$ cat src/rtl/intsel_pkg.sv
package intsel_pkg;
  localparam int NSRC     = 7;
  localparam int SRC_POLL = 0;
  localparam int SRC_SIPI = 1;
  localparam int SRC_SMI  = 2;
  localparam int SRC_NMI  = 3;
  localparam int SRC_MCE  = 4;
  localparam int SRC_HW   = 5;
  localparam int SRC_VIRQ = 6;
  localparam int VEC_NMI  = 2;
  localparam int VEC_MCE  = 18;
  typedef logic [NSRC-1:0] src_vec_t;
endpackage

$ cat src/rtl/intsel_pending.sv
module intsel_pending #(
  parameter int N = 7
) (
  input  logic         clk,
  input  logic         rst_n,
  input  logic [N-1:0] set_i,
  input  logic [N-1:0] clr_i,
  output logic [N-1:0] pend_o
);
  for (genvar i = 0; i < N; i++) begin : g_bit
    always_ff @(posedge clk or negedge rst_n) begin
      if (!rst_n)        pend_o[i] <= 1'b0;
      else if (set_i[i]) pend_o[i] <= 1'b1;
      else if (clr_i[i]) pend_o[i] <= 1'b0;
    end
  end
endmodule

$ cat src/rtl/intsel_mask.sv
module intsel_mask
  import intsel_pkg::*;
(
  input  src_vec_t pend_i,
  input  logic     gif_i,
  input  logic     in_smm_i,
  input  logic     nmi_blk_i,
  input  logic     vmode_i,
  input  logic     host_if_i,
  input  logic     ie_i,
  input  logic     inhibit_i,
  output src_vec_t elig_o
);
  logic irq_open;
  always_comb begin
    irq_open          = ie_i && !inhibit_i;
    elig_o            = '0;
    elig_o[SRC_POLL]  = pend_i[SRC_POLL];
    elig_o[SRC_SIPI]  = pend_i[SRC_SIPI];
    if (gif_i) begin
      elig_o[SRC_SMI]  = pend_i[SRC_SMI] && !in_smm_i;
      elig_o[SRC_NMI]  = pend_i[SRC_NMI] && !nmi_blk_i;
      elig_o[SRC_MCE]  = pend_i[SRC_MCE];
      elig_o[SRC_HW]   = pend_i[SRC_HW] && (vmode_i ? host_if_i : irq_open);
      elig_o[SRC_VIRQ] = pend_i[SRC_VIRQ] && irq_open;
    end
  end
endmodule

$ cat src/rtl/intsel_prio.sv
module intsel_prio #(
  parameter int N = 7
) (
  input  logic [N-1:0] elig_i,
  output logic [N-1:0] grant_o
);
  logic [N:0] seen;
  assign seen[0] = 1'b0;
  for (genvar i = 0; i < N; i++) begin : g_chain
    assign seen[i+1]  = seen[i] | elig_i[i];
    assign grant_o[i] = elig_i[i] & ~seen[i];
  end
endmodule

$ cat src/rtl/intsel_top.sv
module intsel_top
  import intsel_pkg::*;
#(
  parameter int VEC_W = 8
) (
  input  logic             clk,
  input  logic             rst_n,
  input  logic [NSRC-1:0]  req_set,
  input  logic             gif,
  input  logic             in_smm,
  input  logic             vmode,
  input  logic             host_if,
  input  logic             ie,
  input  logic             inhibit,
  input  logic             nmi_unblock,
  input  logic [VEC_W-1:0] ext_vector,
  input  logic             service,
  output logic [NSRC-1:0]  grant,
  output logic             has_work,
  output logic             vec_valid,
  output logic [VEC_W-1:0] vec,
  output logic [NSRC-1:0]  pending,
  output logic             nmi_blocked
);
  src_vec_t elig, clr;

  intsel_pending #(.N(NSRC)) u_pend (
    .clk(clk), .rst_n(rst_n), .set_i(req_set), .clr_i(clr), .pend_o(pending)
  );

  intsel_mask u_mask (
    .pend_i(pending), .gif_i(gif), .in_smm_i(in_smm), .nmi_blk_i(nmi_blocked),
    .vmode_i(vmode), .host_if_i(host_if), .ie_i(ie), .inhibit_i(inhibit),
    .elig_o(elig)
  );

  intsel_prio #(.N(NSRC)) u_prio (.elig_i(elig), .grant_o(grant));

  assign has_work = |elig;

  always_comb begin
    clr = '0;
    if (service) begin
      clr = grant;
      if (grant[SRC_HW]) clr[SRC_VIRQ] = 1'b1;
    end
  end

  always_ff @(posedge clk or negedge rst_n) begin
    if (!rst_n)                        nmi_blocked <= 1'b0;
    else if (service && grant[SRC_NMI]) nmi_blocked <= 1'b1;
    else if (nmi_unblock)              nmi_blocked <= 1'b0;
  end

  always_comb begin
    vec_valid = 1'b1;
    vec       = '0;
    if (grant[SRC_NMI])                       vec = VEC_W'(VEC_NMI);
    else if (grant[SRC_MCE])                  vec = VEC_W'(VEC_MCE);
    else if (grant[SRC_HW] || grant[SRC_VIRQ]) vec = ext_vector;
    else                                      vec_valid = 1'b0;
  end
endmodule

$ cat config.mk
export PLATFORM = sky130hd
export DESIGN_NAME = intsel_top
export DESIGN_NICKNAME = d
export VERILOG_FILES = /design/src/rtl/intsel_pkg.sv /design/src/rtl/intsel_pending.sv /design/src/rtl/intsel_mask.sv /design/src/rtl/intsel_prio.sv /design/src/rtl/intsel_top.sv
export SDC_FILE = /design/constraint.sdc
export NUM_CORES = 1
export LEC_CHECK = 0
export BUFFER_PORTS_ARGS = -buffer_cell sky130_fd_sc_hd__buf_2
export CORE_MARGIN = 4
export CORE_UTILIZATION = 37
export CTS_CLUSTER_SIZE = 30
export DETAILED_ROUTE_END_ITERATION = 10
export GPL_TIMING_DRIVEN = 0
export PLACE_DENSITY_LB_ADDON = 0.1
export SYNTH_ARGS = -nofsm -noshare
export SYNTH_HDL_FRONTEND = slang
export SYNTH_HIERARCHICAL = 1
export SYNTH_SLANG_ARGS = --single-unit
$ cat constraint.sdc
create_clock -name clk -period 2.45 [get_ports clk]
set_input_delay 0.3675 -clock clk [delete_from_list [all_inputs] [get_ports clk]]
set_output_delay 0.3675 -clock clk [all_outputs]
set_load 0.1 [all_outputs]
==> results.txt, run 1 <==
- Total global-route track usage: 0.177
- Number of CTS-inserted buffers: 3
- Max-cap violation count: 0
* WP data required: 2.08 ns
- Detailed placement finished with a half-perimeter wire length of between 1 and 1.5 mm.
- After global routing the overflow that remains totals 0.
- Clock latency on the worst-skew pair, taken at its later pin, is about 0.25 ns.
* TritonCTS clock tree: built
- Overall power after layout: 0.363 mW
- Of the total synthesized cell area, the portion taken by AND, OR, NAND and NOR gates is 0.425.
* Data arrival time of the critical path: roughly 2.5 ns
* Worst min-delay path startpoint: req_set[3]
- Number of flip-flops and latches in the synthesized netlist: 8
* Largest cells by area after synthesis: dfrtp_1 34%, and3b_1 12%, a21o_1 10%, and2_1 7.4%, inv_1 6.3%
* Synth area leader: dfrtp_1
* Run status: complete, but fails checks
* Max Buffers Root-to-Sink: 2
- After layout, the worst setup slack is -0.381 ns.
* Largest net degree at the start of global routing: 9
* Leakage power total: about 0.54 nW
* Ant diodes: 0
- The detail route stage leaves a number of antenna-violating nets equal to 0.
- Starting density of the core: 0.393
* Worst setup EP type: output port
- The synthesized netlist occupies a cell area of between 500 and 600 sq um.
- Initial DRC Count: 3
- Iteration count of the initial detailed-routing pass: 4
* Drt total wl: approximately 2 mm
* H-tree depth: 1
* Headroom to the max-slew limit: 0.590
* Placed inst area: between 900 and 1000 sq um
* Adder-Cell Fraction of Synth Area: 0
- The count of final max-slew check failures was 0.
* Total number of placement rows: 14
- Core area: between 1500 and 2000 sq um
* Violated checks: setup timing
- The congestion estimate from routability-driven global placement came to between 0.7 and 0.8.
* Largest stage delay on the critical path: between 0.5 and 0.6 ns
* Layout cell share with drive strength beyond 1: 0.664
- Worst-Margin Slew: just over 0.6 ns
* Vias/cell: 4.85
- The root buffer cell chosen for the clock tree is clkbuf_4.
* Buffers on Ports: 49
* Height of the die: 48.0 microns
- The floorplan step defined a die boundary enclosing 2300 sq um.
- Tmin final: 2.83 ns
- Counting every net in the synthesized netlist gives 92.
- The portion of synthesized area spent on multiplexers is 0.
- Synthesis instantiated 20 different standard cells from the library.
- Clock-pin slew reported for the worst setup and hold paths after clock tree synthesis: roughly 0.050 ns
* DRC violations left: 0
- The share of synthesized area in the top cell type comes to 0.338.
* Routed via count: just under 700
* Top achievable clock speed: 0.353 GHz
- Path class of the lowest-slack min-delay path: primary input to flip-flop
- By area, the combinational part of the netlist is dominated by simple AND/OR/NAND/NOR gates.
- Fin. Hold Viols: 0
* Mapped Cells: 67
* Count of boundary I/O pins: 50
- Kind of critical path: flip-flop to output port
* Average wire per standard cell: about 14 microns
- Setup violators final: 11
- In this run the power density over the cells is around 310 nW/um^2.
* Period utilisation layout: 1.16
- The average instance in the mapped netlist occupies 8.83 sq um.
* Area growth, synth to finish: 96.0%
* Peak supply drop: 0.271 mV
- The number of cells on the worst reg-to-reg path is 8.
- The first global-routing pass estimated about 2.8 mm of wire.
* Vias in the first global route: approximately 670
- For this run, the register share of the synthesized area comes to 0.338.
* Number of synthesis warnings: 6
- On the final layout, the worst clock skew is 0.00405 ns.
- Worst r2r src: u_pend/pend_o[3]$_DFFE_PN0P_
* Number of fill cells: roughly 110
- Reg2Reg Capture Point: u_pend/pend_o[6]$_DFFE_PN0P_
- Number of cells on the worst hold path: 2
- Area fraction in compound gates after synthesis: 0.135
* Type of element launching the critical path: flip-flop
- For flop-to-flop paths, the worst setup slack is approximately 0.22 ns.
* Hold worst-path end: u_pend/pend_o[3]$_DFFE_PN0P_
- Setup repair after global routing could not meet its margin everywhere.
* Clock tree sinks: 8
* Number of antenna violations at the first check in global routing: 0
- Final non-filler cell area: 1160 sq um
- Master of the slowest instance on the critical path: or4_4
- Of the total synthesized cell area, the portion taken by XOR and XNOR cells is 0.
- In this run the worst path has a maximum fanout of 3.
- After the last flow step, the layout net total stands at 152.
- The die is approximately 48 microns wide.
- List of cells traversed by the critical path: and3b_1, or4_4, nor4b_4, buf_4, o21ai_0, nand2_1, buf_12
## cell usage in the layout (no fill, tap or decap), types with 2 or more instances in the layout
master,instances
dfrtp_2,2
nand2_1,4
a21o_1,8
buf_6,2
buf_12,9
and2_1,7
dfrtp_1,2
buf_2,37
nor2_4,2
buf_4,7
dfrtp_4,4
and3b_2,3
and3b_4,3
clkbuf_4,4
inv_1,10
and3b_1,2
## stage by stage
step	std cells	TNS, ns	setup WS (ns)	utilization	hold WS (ns)
floorplan	67	-17.86	-2.13	-	0.0719
global placement	132	-2.60	-0.361	0.620	0.219
detailed placement	132	-2.85	-0.400	0.620	0.222
CTS	139	-2.87	-0.359	0.743	0.287
global route	141	-4.12	-0.484	0.770	0.293
finish	141	-3.16	-0.381	0.770	0.297
## cell type report
| type | count | area (sq um) | area share |
|---|---|---|---|
| plain buffers | 3 | 30.0 | 0.0259 |
| clock buffers | 3 | 22.5 | 0.0194 |
| inverters | 10 | 37.5 | 0.0324 |
| multi-input cells | 46 | 389 | 0.335 |
| flip-flops and latches | 8 | 218 | 0.188 |
| well taps | 16 | 20.0 | 0.0173 |
| repair buffers | 55 | 443 | 0.382 |
## where the power goes
group          total [mW]  leakage, nW  switching (mW)  internal (mW)
logic               0.126        0.455          0.0851         0.0409
clock network      0.0976       0.0138          0.0418         0.0559
registers           0.139       0.0747         0.00245          0.137
## worst max path at each step
| stage | startpoint | endpoint | slack, ns | cells past startpoint |
|---|---|---|---|---|
| finish | u_pend/pend_o[3]$_DFFE_PN0P_ | vec[1] | -0.38 | 7 |
| global route | u_pend/pend_o[3]$_DFFE_PN0P_ | vec[1] | -0.48 | 7 |
| CTS | u_pend/pend_o[3]$_DFFE_PN0P_ | vec[4] | -0.36 | 7 |
| detailed placement | gif | vec[3] | -0.40 | 7 |
| global placement | gif | vec[3] | -0.36 | 7 |
| floorplan | u_pend/pend_o[3]$_DFFE_PN0P_ | vec[4] | -2.13 | 5 |
## what timing repair did
item,4_1_cts,5_1_grt
buffers inserted,3,2
pin swaps,3,1
gates cloned,0,0
resized for setup,36,8
hold endpoints to repair,8,0
hold buffers,1,0
setup endpoints to repair,12,12
## flip-flops by register name, indices dropped and copies added (netlist names)
name	count
nmi_blocked	1
u_pend/pend_o	7
## layer usage
layer / routed length [microns] / GRT usage / vias to the layer above
li1: - / - / 343
met1: 795 / 0.191 / 314
met2: 1110 / 0.343 / 27
met3: 137 / 0.0226 / 0
met4: 0 / 0.0645 / 0
met5: 0 / 0 / -
## worst max-delay path, delay by kind of cell, from the launching register on
kind | cells | cell delay [ns]
and+or+nand+nor | 4 | 1.25
DFF | 1 | 0.47
buffers and inverters | 2 | 0.37
AOI/OAI and AO/OA | 1 | 0.12
## cells in the mapped netlist
cell type / instances
nor3_1: 1
nand2_1: 5
or3b_1: 1
nor4b_1: 1
buf_4: 3
nor4b_2: 1
o21ai_0: 2
nor2_1: 1
and4b_1: 1
or4_4: 1
and2_1: 7
inv_1: 10
dfrtp_1: 8
nor4_1: 1
a21o_1: 8
nor2b_1: 2
nor3b_1: 2
nor2_4: 2
and3b_1: 8
a21oi_1: 2
## kinds of logic after synthesis
kind of cell	after synthesis
AND/OR/NAND/NOR	34
buffers and inverters	13
AO/OA/AOI/OAI	12
flip-flops	8
No activity file was read; power rests on OpenSTA's default activity.
==> run 2, diff against run 1 <==
Settings changed: CORE_UTILIZATION 37 to 36, CTS_BUF_LIST set to sky130_fd_sc_hd__clkbuf_8 sky130_fd_sc_hd__clkbuf_16, SYNTH_HIERARCHICAL 1 to not set.
==> results.txt, run 2 <==
- The register with the most flip-flops was u_pend.pend_o (was u_pend/pend_o).
- The cell family contributing the most delay on the critical path was simple AND/OR/NAND/NOR gates (unchanged).
* Wire length of the first global-routing pass: 2.54 mm (was 2.79 mm)
- Commonest non-fill, non-tap cell in the layout: buf_2 (unchanged)
- The combinational group share of total power was 0.276 (was 0.347).
* Layout cell share with drive strength beyond 1: 0.693 (was 0.664)
- Portion of total power attributed to sequential cells: 0.350 (was 0.384)
* Worst-Margin Slew: 0.489 ns (was 0.614 ns)
- Largest stage delay on the critical path: 0.48 ns (was 0.54 ns)
- The tightest slew margin relative to the limit was 0.676 (was 0.590).
* Proportion of synthesized flip-flops having asynchronous set or reset: 1.00 (unchanged)
* Setup Buffers After CTS: 0 (was 3)
- Top FF cell, synth: dfrtp_1 (unchanged)
- Top cells by count, synth: 8 x dfrtp_1, 7 x nand2_1, 6 x a21o_1, 6 x and2_1, 4 x inv_1 (was 10 x inv_1, 8 x a21o_1, 8 x and3b_1, 8 x dfrtp_1, 7 x and2_1).
* H-tree depth: 1 (unchanged)
* Number of CTS-inserted buffers: 3 (unchanged)
- The via density per instance is 4.99 (was 4.85).
- Setup violators final: 0 (was 11)
- Routed via count: 644 (was 684)
- Synth area leader: dfrtp_1 (unchanged)
- List of cells traversed by the critical path: nor2b_4, a211oi_4, and3_1, buf_2, and2_2, buf_4 (was and3b_1, or4_4, nor4b_4, buf_4, o21ai_0, nand2_1, buf_12)
* Maximum net fanout on the critical path: 9 (was 3)
- The number of synthesized flops with an enable pin was 0 (unchanged).
- The weighted congestion reported at the end of routability-driven placement was 0.660 (was 0.751).
* Core area: 1380 sq um (was 1510 sq um)
- Kind of critical path: flip-flop to output port (unchanged)
* Synthesized area per cell: 9.13 sq um (was 8.83 sq um)
* Clock tree sinks: 8 (unchanged)
- The number of synthesis warnings came to 0 (was 6).
- Fin. Hold Viols: 0 (unchanged)
* Number of antenna violations at the first check in global routing: 0 (unchanged)
- DRC violations left: 0 (unchanged)
- Relative contribution of the clock network to total power: 0.374 (was 0.269)
- The number of flip-flops under the largest register name came to 7 (unchanged).
- The summed area of non-filler cells in the final layout is 981 sq um (was 1160 sq um).
* Core occupancy in the finished layout: 0.710 (was 0.770)
- The net count after synthesis is 86 (was 92).
- The cell with the most instances after synthesis is dfrtp_1 (was inv_1).
- The via count of the first global-routing pass was 592 (was 671).
- Tmin final: 2.38 ns (was 2.83 ns)
* Cell area after synthesis: 557 sq um (was 592 sq um)
- Placed inst area: 893 sq um (was 933 sq um)
- The final-stage net count is 141 (was 152).
- The share of the yosys chip area belonging to registers was 0.360 (was 0.338).
* Met2 Routed Length: 937 microns (was 1.11 mm)
* Overflow left after global routing: 0 (unchanged)
- The length of routed met3 wiring came to 116 microns (was 137 microns).
- The post-route clock skew came to 0.00373 ns (was 0.00405 ns).
* CTS root buf: clkbuf_8 (was clkbuf_4)
* Average wire per standard cell: 13.6 microns (was 14.5 microns)
- The number of inserted diodes was 0 (unchanged).
* DPL Wire Length: 1.33 mm (was 1.39 mm)
- The count of final max-slew check failures came to 0 (unchanged).
- Highest routed metal layer: met3 (unchanged)
- Data arrival time of the critical path: 2.01 ns (was 2.46 ns)
- The overall track demand over capacity in global routing was 0.159 (was 0.177).
* Area share of the largest cell type after synthesis: 0.360 (was 0.338)
* WP data required: 2.08 ns (about the same)
- The height of the die came to 47.3 microns (was 48.0 microns).
- The post-synthesis sequential element count came to 8 (unchanged).
* Period utilisation layout: 0.970 (was 1.16)
- The maximum buffer depth of the clock tree is 2 (unchanged).
- NetSw: 0.131 mW (was 0.129 mW)
- Largest net degree at the start of global routing: 10 (was 9)
* Starting density of the core: 0.403 (was 0.393)
* Count of boundary I/O pins: 50 (unchanged)
- The length of routed wiring on met1 came to 699 microns (was 795 microns).
- The power density of the placed cells came to 414 nW/um^2 (was 313 nW/um^2).
* Largest registers in the final layout: u_pend.pend_o: 7 flops, nmi_blocked: 1 flops (was u_pend/pend_o: 7 flops, nmi_blocked: 1 flops)
* Switching part of the total: 0.322 (was 0.356)
- The clock latency on the worst-skew pair is 0.22 ns (was 0.25 ns).
- DIE WIDTH: 47.3 microns (was 48.0 microns)
- Area growth, synth to finish: 76.2% (was 96.0%)
- The gate count after technology mapping is 61 (was 67).
* Buffers on Ports: 49 (unchanged)
- The total iterations of the first detailed-routing run is 4 (unchanged).
- Worst setup EP type: output port (unchanged)
- The clock tree from TritonCTS is built (unchanged).
- Max-cap violation count: 0 (unchanged)
- The highest achievable clock rate was 0.421 GHz (was 0.353 GHz).
- Path class of the lowest-slack min-delay path: primary input to flip-flop (unchanged)
- The standard-cell row count was 13 (was 14).
- Leakage power total: 0.460 nW (was 0.543 nW)
- Peak supply drop: 0.361 mV (was 0.271 mV)
* Drt total wl: 1.75 mm (was 2.04 mm)
* Initial DRC Count: 6 (was 3)
- Number of buffer and inverter instances along the worst setup path: 2 (unchanged)
- The count of nets left with antenna violations after detail routing came to 0 (unchanged).
- Run status: finished, final reports clean (was complete, but fails checks)
- The die area came to 2240 sq um (was 2300 sq um).
- Most frequent cells in the layout: 41 x buf_2, 8 x buf_4, 7 x nand2_1, 6 x a21o_1, 6 x and2_2 (was 37 x buf_2, 10 x inv_1, 9 x buf_12, 8 x a21o_1)
* Master of the slowest instance on the critical path: dfrtp_4 (was or4_4)
* Internal cell power: 0.276 mW (was 0.234 mW)
- Distinct cell type count of the synthesized netlist: 28 (was 20)
* Type of element launching the critical path: flip-flop (unchanged)
- Largest cells by area after synthesis: dfrtp_1 36%, a21o_1 8.1%, and2_1 6.7%, nand2_1 4.7%, nor3b_2 4.5% (was dfrtp_1 34%, and3b_1 12%, a21o_1 10%, and2_1 7.4%, inv_1 6.3%).
- Clock-pin slew reported for the worst setup and hold paths after clock tree synthesis: 0.04 ns (was 0.05 ns)
run 2: changes by cell type after synthesis, sizes merged, moves of 2 or more:
cell | before | now
and3b | 8 | 0
nand2 | 5 | 7
o21a | 0 | 2
a21o | 8 | 6
nand4 | 0 | 2
inv | 10 | 4
run 2: final cells by class:
cell class | instances | area, sq um
buffer | 2 | 12.5
clock buffer | 3 | 41.3
fill | 117 | 402
inverter | 4 | 15.0
multi-input combinational | 47 | 389
sequential | 8 | 223
tap | 15 | 18.8
timing repair buffer | 50 | 282
run 2: worst paths after layout:
kind | cells past startpoint | startpoint | to | slack [ns]
max in group asynchronous | 2 | rst_n | u_pend.pend_o[3]$_DFFE_PN0P_ | 1.73
worst min-delay path | 2 | nmi_unblock | nmi_blocked$_DFFE_PN0P_ | 0.31
worst min register to register | 1 | u_pend.pend_o[5]$_DFFE_PN0P_ | u_pend.pend_o[5]$_DFFE_PN0P_ | 0.51
worst max register to register | 4 | u_pend.pend_o[1]$_DFFE_PN0P_ | u_pend.pend_o[3]$_DFFE_PN0P_ | 0.85
min in group asynchronous | 2 | rst_n | u_pend.pend_o[0]$_DFFE_PN0P_ | 0.53
worst max-delay path | 6 | u_pend.pend_o[2]$_DFFE_PN0P_ | vec[6] | 0.07
run 2: kinds of logic (layout without fill, tap and decap cells):
| group | Yosys count | count (layout) | synth area share |
|---|---|---|---|
| compound gates | 17 | 17 | 0.222 |
| flops | 8 | 8 | 0.360 |
| buf+inv | 6 | 59 | 0.0494 |
| simple gates | 30 | 30 | 0.369 |
run 2: metrics by stage:
stage	hold WS (ns)	instances	power [mW]	TNS [ns]	setup WS, ns
3_5_place_dp	0.216	125	0.253	0	0.0351
5_1_grt	0.316	129	0.430	-0.0702	-0.0190
3_3_place_gp	0.216	125	0.251	0	0.0468
6_report	0.310	129	0.406	0	0.0732
4_1_cts	0.308	129	0.408	0	0.00114
2_1_floorplan	0.0719	61	0.218	-1.53	-0.539
run 2: worst reg2reg max path: stages (launching register included):
cell	delay, ns
dfrtp_4	0.50
or3b_4	0.45
nor3b_4	0.24
nand2_1	0.11
a21o_1	0.18
run 2: what timing repair did:
item                                    CTS  global route
gates resized for setup                   8             4
hold endpoints to repair                  8             0
cloned                                    0             0
endpoints found under the setup margin    8            10
hold buffers                              1             0
run 2: metal layers:
| metal | up-vias | track usage |
|---|---|---|
| li1 | 321 | - |
| met1 | 298 | 0.204 |
| met2 | 25 | 0.273 |
| met3 | 0 | 0.0230 |
| met4 | 0 | 0.0497 |
| met5 | - | 0 |
run 2: power groups by stage:
stage | clock network, mW | logic (mW) | registers [mW]
CTS | 0.155 | 0.111 | 0.141
global route | 0.168 | 0.120 | 0.143
detailed placement | 0 | 0.109 | 0.143
finish | 0.152 | 0.112 | 0.142
floorplan | 0 | 0.0546 | 0.163
global placement | 0 | 0.108 | 0.143
